===== config.mk =====
export PLATFORM = sky130hd
export DESIGN_NAME = bch_frame_codec
export DESIGN_NICKNAME = d
export VERILOG_FILES = /design/src/rtl/bch_codec_pkg.sv /design/src/rtl/bch_lane_encoder.sv /design/src/rtl/bch_lane_decoder.sv /design/src/rtl/bch_frame_codec.sv
export SDC_FILE = /design/constraint.sdc
export NUM_CORES = 1
export LEC_CHECK = 0
export ABC_AREA = 1
export BUFFER_PORTS_ARGS = -buffer_cell sky130_fd_sc_hd__buf_4
export CAP_MARGIN = 20
export CORE_MARGIN = 2
export CORE_UTILIZATION = 56
export DETAILED_ROUTE_END_ITERATION = 8
export GPL_ROUTABILITY_DRIVEN = 0
export PLACE_DENSITY_LB_ADDON = 0.08
export SYNTH_ARGS = -nofsm -noshare
export SYNTH_HDL_FRONTEND = slang
export SYNTH_HIERARCHICAL = 1
export SYNTH_SLANG_ARGS = --single-unit

===== constraint.sdc =====
create_clock -name clk -period 7.3 [get_ports clk]
set_input_delay 0.73 -clock clk [delete_from_list [all_inputs] [get_ports clk]]
set_output_delay 0.73 -clock clk [all_outputs]
set_load 0.01 [all_outputs]

===== src/rtl/bch_codec_pkg.sv =====
package bch_codec_pkg;

    localparam int MSG_W = 7;
    localparam int PAR_W = 8;
    localparam int CW_W  = MSG_W + PAR_W;
    localparam int GF_W  = 4;
    localparam int GF_N  = 15;

    // g(x) without its x^8 term: x^7 + x^6 + x^4 + 1
    localparam logic [PAR_W-1:0] GEN_LOW = 8'hD1;
    // reduction of x^4 in GF(16) built on x^4 + x + 1
    localparam logic [GF_W-1:0]  FIELD_LOW = 4'b0011;

    typedef enum logic [1:0] {
        ERR_NONE,
        ERR_ONE,
        ERR_TWO
    } err_kind_e;

    typedef struct packed {
        logic [GF_W-1:0]  s1;
        logic [GF_W-1:0]  s3;
        logic [MSG_W-1:0] msg;
    } syn_t;

    typedef struct packed {
        logic [MSG_W-1:0] msg;
        logic             fixed;
        logic             fail;
    } lane_res_t;

    function automatic logic [GF_W-1:0] gf_mul(input logic [GF_W-1:0] a,
                                               input logic [GF_W-1:0] b);
        logic [GF_W-1:0] acc;
        logic [GF_W-1:0] sh;
        acc = '0;
        sh  = a;
        for (int i = 0; i < GF_W; i++) begin
            if (b[i]) acc = acc ^ sh;
            sh = sh[GF_W-1] ? ({sh[GF_W-2:0], 1'b0} ^ FIELD_LOW)
                            : {sh[GF_W-2:0], 1'b0};
        end
        return acc;
    endfunction

    function automatic logic [GF_W-1:0] gf_alpha(input int e);
        logic [GF_W-1:0] r;
        int em;
        em = e % GF_N;
        r  = 4'b0001;
        for (int i = 0; i < GF_N; i++) begin
            if (i < em) r = gf_mul(r, 4'b0010);
        end
        return r;
    endfunction

    function automatic logic [CW_W-1:0] bch_encode(input logic [MSG_W-1:0] m);
        logic [PAR_W-1:0] rem;
        logic fb;
        rem = '0;
        for (int i = MSG_W - 1; i >= 0; i--) begin
            fb  = m[i] ^ rem[PAR_W-1];
            rem = {rem[PAR_W-2:0], 1'b0};
            if (fb) rem = rem ^ GEN_LOW;
        end
        return {m, rem};
    endfunction

    function automatic syn_t bch_syndromes(input logic [CW_W-1:0] r);
        syn_t s;
        s.s1  = '0;
        s.s3  = '0;
        s.msg = r[CW_W-1:PAR_W];
        for (int i = 0; i < CW_W; i++) begin
            if (r[i]) begin
                s.s1 = s.s1 ^ gf_alpha(i);
                s.s3 = s.s3 ^ gf_alpha(3 * i);
            end
        end
        return s;
    endfunction

endpackage


===== src/rtl/bch_lane_encoder.sv =====
module bch_lane_encoder
    import bch_codec_pkg::*;
(
    input  logic             clk,
    input  logic [MSG_W-1:0] msg_i,
    output logic [CW_W-1:0]  cw_o
);

    logic [CW_W-1:0] cw_q;

    always_ff @(posedge clk) begin
        cw_q <= bch_encode(msg_i);
    end

    assign cw_o = cw_q;

endmodule


===== src/rtl/bch_lane_decoder.sv =====
module bch_lane_decoder
    import bch_codec_pkg::*;
(
    input  logic            clk,
    input  logic [CW_W-1:0] cw_i,
    output lane_res_t       res_o
);

    // stage 1: syndromes plus received message bits
    syn_t syn_q;

    always_ff @(posedge clk) begin
        syn_q <= bch_syndromes(cw_i);
    end

    // stage 2: classify, locate, correct
    err_kind_e       kind;
    logic [GF_W-1:0] s1_sq;
    logic [GF_W-1:0] s1_cu;
    logic [CW_W-1:0] loc;
    logic [3:0]      roots;
    lane_res_t       res_d;
    lane_res_t       res_q;

    always_comb begin
        s1_sq = gf_mul(syn_q.s1, syn_q.s1);
        s1_cu = gf_mul(s1_sq, syn_q.s1);

        if (syn_q.s1 == '0 && syn_q.s3 == '0)
            kind = ERR_NONE;
        else if (syn_q.s3 == s1_cu)
            kind = ERR_ONE;
        else
            kind = ERR_TWO;

        // position j is a root when z = alpha^j satisfies the scaled locator
        loc   = '0;
        roots = '0;
        for (int j = 0; j < CW_W; j++) begin
            logic [GF_W-1:0] z;
            logic [GF_W-1:0] q;
            z = gf_alpha(j);
            q = gf_mul(syn_q.s1, gf_mul(z, z)) ^ gf_mul(s1_sq, z)
                ^ syn_q.s3 ^ s1_cu;
            unique case (kind)
                ERR_ONE:  loc[j] = (z == syn_q.s1);
                ERR_TWO:  loc[j] = (q == '0);
                default:  loc[j] = 1'b0;
            endcase
            roots = roots + {3'b000, loc[j]};
        end

        res_d.fail  = (kind == ERR_ONE && roots != 4'd1) ||
                      (kind == ERR_TWO && roots != 4'd2);
        res_d.fixed = (kind != ERR_NONE) && !res_d.fail;
        res_d.msg   = res_d.fail ? syn_q.msg
                                 : (syn_q.msg ^ loc[CW_W-1:PAR_W]);
    end

    always_ff @(posedge clk) begin
        res_q <= res_d;
    end

    assign res_o = res_q;

endmodule


===== src/rtl/bch_frame_codec.sv =====
module bch_frame_codec
    import bch_codec_pkg::*;
#(
    parameter int LANES = 8,
    localparam int PAYLOAD_W = LANES * MSG_W,
    localparam int FRAME_W   = LANES * CW_W
) (
    input  logic                 clk,
    input  logic                 rst,
    input  logic                 enc_valid_i,
    input  logic [PAYLOAD_W-1:0] enc_payload_i,
    output logic                 enc_valid_o,
    output logic [FRAME_W-1:0]   enc_frame_o,
    input  logic                 dec_valid_i,
    input  logic [FRAME_W-1:0]   dec_frame_i,
    output logic                 dec_valid_o,
    output logic [PAYLOAD_W-1:0] dec_payload_o,
    output logic [LANES-1:0]     dec_fixed_o,
    output logic [LANES-1:0]     dec_fail_o
);

    logic enc_v_q;
    logic dec_v1_q;
    logic dec_v2_q;

    always_ff @(posedge clk) begin
        if (rst) begin
            enc_v_q  <= 1'b0;
            dec_v1_q <= 1'b0;
            dec_v2_q <= 1'b0;
        end else begin
            enc_v_q  <= enc_valid_i;
            dec_v1_q <= dec_valid_i;
            dec_v2_q <= dec_v1_q;
        end
    end

    logic [LANES-1:0] fixed_raw;
    logic [LANES-1:0] fail_raw;

    // lane 0 sits at the top of both the payload and the frame
    for (genvar k = 0; k < LANES; k++) begin : g_lane
        lane_res_t res;

        bch_lane_encoder u_enc (
            .clk   (clk),
            .msg_i (enc_payload_i[PAYLOAD_W-1-MSG_W*k -: MSG_W]),
            .cw_o  (enc_frame_o[FRAME_W-1-CW_W*k -: CW_W])
        );

        bch_lane_decoder u_dec (
            .clk   (clk),
            .cw_i  (dec_frame_i[FRAME_W-1-CW_W*k -: CW_W]),
            .res_o (res)
        );

        assign dec_payload_o[PAYLOAD_W-1-MSG_W*k -: MSG_W] = res.msg;
        assign fixed_raw[k] = res.fixed;
        assign fail_raw[k]  = res.fail;
    end

    assign enc_valid_o = enc_v_q;
    assign dec_valid_o = dec_v2_q;
    assign dec_fixed_o = fixed_raw & {LANES{dec_v2_q}};
    assign dec_fail_o  = fail_raw  & {LANES{dec_v2_q}};

endmodule


==> results by group <==
Outcome
  – Status: finished, final reports clean

Finish
  – Final #Nets: 6483
  – Synthesis-to-layout area growth: 16.09%
  – Non-filler instance count after layout: 6999
  – Share of post-route cells with drive strength above 1: 0.1993
  – Fillers: 6143
  – Fin util: 0.6592

Worst hold path
  – Hold crit path type: in2reg
  – Hold endpoint: g_lane[6].u_enc/cw_o[8]
  – Hold_sp: enc_payload_i[7]
  – Hold path cells: 1

Clock tree
  – CTS tree: done
  – CTS sink count: 315
  – TritonCTS buffer count: 37
  – # H-tree levels: 2
  – Worst-Skew Late Latency: 0.58 ns
  – Clk pin slew, worst setup/hold paths: 0.06 ns
  – Root Buffer: clkbuf_16
  – CTS max path bufs: 3

Worst setup path
  – Critical Path RT: 7.82 ns
  – R2R Path Start: g_lane[1].u_dec/syn_q[14]
  – Most used cell, CP: nand2_1
  – Reg2reg end: g_lane[1].u_dec/res_o[7]
  – Slack of the worst reg-to-reg path: 0.36 ns
  – Max stage delay cell, worst path: fa_1
  – Critical Path End Type: flip-flop
  – Crit-path max cell delay: 0.56 ns
  – Crit path DAT: 7.45 ns
  – Reg2reg path depth: 35
  – CP Launch Type: flip-flop
  – Crit Path Category: reg2reg
  – Crit Path Max Fanout: 10

Timing
  – Max Transition Viols Final: 0
  – Period minus WS final: 6.937 ns
  – Peak Freq: 144.2 MHz
  – # setup viols final: 0
  – Hold Vio Cnt, Final: 0
  – RSZ-0062 raised after global routing: yes
  – Skew final: 0.01444 ns
  – Hold slack: 0.2725 ns
  – Slew Limit Headroom: 0.3417
  – Worst-Margin Slew: 0.9874 ns
  – Final setup TNS: 0 ns
  – Period utilisation layout: 0.9502

Routing
  – # DRC: 0
  – Detailed Route Iter0 Violations: 2884
  – Via count: 37231
  – Post-DRT Antenna Nets: 0
  – Via density: 5.319
  – Drt pass-1 iters: 8
  – Post-DR wirelength/cell: 16.50 µm
  – Final WL: 115.5 mm

Synth
  – Ys flop type: dfxtp_1
  – Top cell type's share of synthesized area: 0.1671
  – Mapped Area: 38270 µm²
  – Yosys warnings: 6
  – Synth cell count leaders: 1704 x nand2_1, 696 x xor2_1, 577 x nand3_1, 527 x inv_1, 324 x xnor2_1
  – Synthesized flop and latch total: 315
  – Netlist cell types: 60
  – Post-Synthesis Cells: 5633
  – Number of synthesized flops with an enable pin: 0
  – Sequential-to-total area share from yosys stat: 0.1648
  – Count leader, synth: nand2_1
  – Largest cells by area after synthesis: nand2_1 17%, dfxtp_1 16%, xor2_1 16%
  – FFs w/ async S/R, synth: 0
  – Mapped Avg Cell Area: 6.794 µm²
  – Post-synth net total: 6021
  – Cell type with the largest total area after synthesis: nand2_1

Floorplanning
  – Core Rows: 95
  – Core area: 67400 µm²
  – I/O pins: 374
  – Starting Density: 0.5678
  – Die Span Y: 265.4 µm
  – Die W: 265.4 µm
  – Die area: 70450 µm²

Global route
  – First-pass GRT wire length: 183.5 mm
  – Tot GR Track Use: 0.3190
  – Grt total ovfl: 0
  – Largest net degree at the start of global routing: 19
  – Vias in the first global route: 35303
  – Antenna violations before repair: 4

Placed design
  – Post-DP HPWL: 92.25 mm
  – Port bufs: 373
  – Placed cell count: 6878

Flow run
  – Max-cap violations: 0
## flip-flops by register name, indices dropped and copies added, names as in the netlist
| name | count |
|---|---|
| dec_valid_o | 1 |
| dec_v1_q | 1 |
| g_lane.u_enc/cw_o | 120 |
| g_lane.u_dec/res_o | 72 |
| enc_valid_o | 1 |
| g_lane.u_dec/syn_q | 120 |
## critical path: cells and delay by family (launching register included)
kind | cells | cell delay, ns
buffers and inverters | 4 | 0.37
AOI/OAI and AO/OA | 3 | 0.44
adders and majority gates | 7 | 3.13
DFF | 1 | 0.42
and+or+nand+nor | 20 | 2.30
xor gates and xnor gates | 1 | 0.18
## metrics by stage
stage / setup slack (ns) / instance area [µm²]
final: 0.3634 / 44430
after CTS: 0.05105 / 43430
after global placement: 0.1875 / 42130
after global routing: -0.06020 / 44430
after detailed placement: 0.09600 / 42130
after floorplan: 0.4840 / 38270
## cells by family after synthesis
family,synth area share
AND/OR/NAND/NOR,0.3873
adder cells (fa/ha/maj),0.08213
XOR/XNOR,0.2419
buffers and inverters,0.09308
AO/OA/AOI/OAI,0.03080
flip-flops,0.1648
## cells in the final DEF, fill, tap and decap left out, drive strengths merged, types with 5 or more instances in the layout
master	n
clkbuf	51
xnor3	5
inv	640
o31ai	9
ha	136
nand2	1938
and2	9
buf	550
o211ai	14
nand4	44
o21bai	7
fa	72
nand3	670
xor2	706
nand3b	83
a31oi	5
nor3	22
dfxtp	315
nor2	284
a21o	8
clkinvlp	5
or2	36
o21ai	80
clkinv	20
xnor2	327
a21oi	55
## cell type report
type	instances	area, µm²	share of cell area
sequential	315	6335	0.1426
clock buffer	50	1066	0.02399
multi-input combinational	4537	28920	0.6509
timing repair buffer	551	4262	0.09592
inverter	653	2512	0.05655
antenna	4	10.01	0.0002253
clock inverter	16	231.5	0.005210
tap	873	1092	0.02459
## worst max-delay path by stage
stage	from	cells past startpoint	slack (ns)	endpoint
after floorplan	g_lane[5].u_dec/syn_q[13]	39	0.48	g_lane[5].u_dec/res_o[7]
after global placement	g_lane[0].u_dec/syn_q[14]	34	0.19	g_lane[0].u_dec/res_o[6]
after detailed placement	g_lane[6].u_dec/syn_q[14]	36	0.1	g_lane[6].u_dec/res_o[2]
after CTS	g_lane[0].u_dec/syn_q[14]	34	0.05	g_lane[0].u_dec/res_o[6]
after global routing	g_lane[6].u_dec/syn_q[14]	38	-0.06	g_lane[6].u_dec/res_o[7]
final	g_lane[1].u_dec/syn_q[14]	35	0.36	g_lane[1].u_dec/res_o[7]
## repair_timing
action,4_1_cts,5_1_grt
endpoints found under the hold margin,0,0
setup buffers,0,44
hold buffers,0,0
endpoints found under the setup margin,0,63
gates resized for setup,0,147
## metal layers
layer  track usage  share of wire  up-vias
met4        0.1386          0.043        0
met3       0.05610          0.080      283
met1        0.4003           0.41    16957
li1              -              -    18447
met2        0.5362           0.47     1544
met5             0              0        -
Power is left out: the tool's default activity adds up to more than one toggle a clock period on the data nets, which glitch-free logic cannot reach.
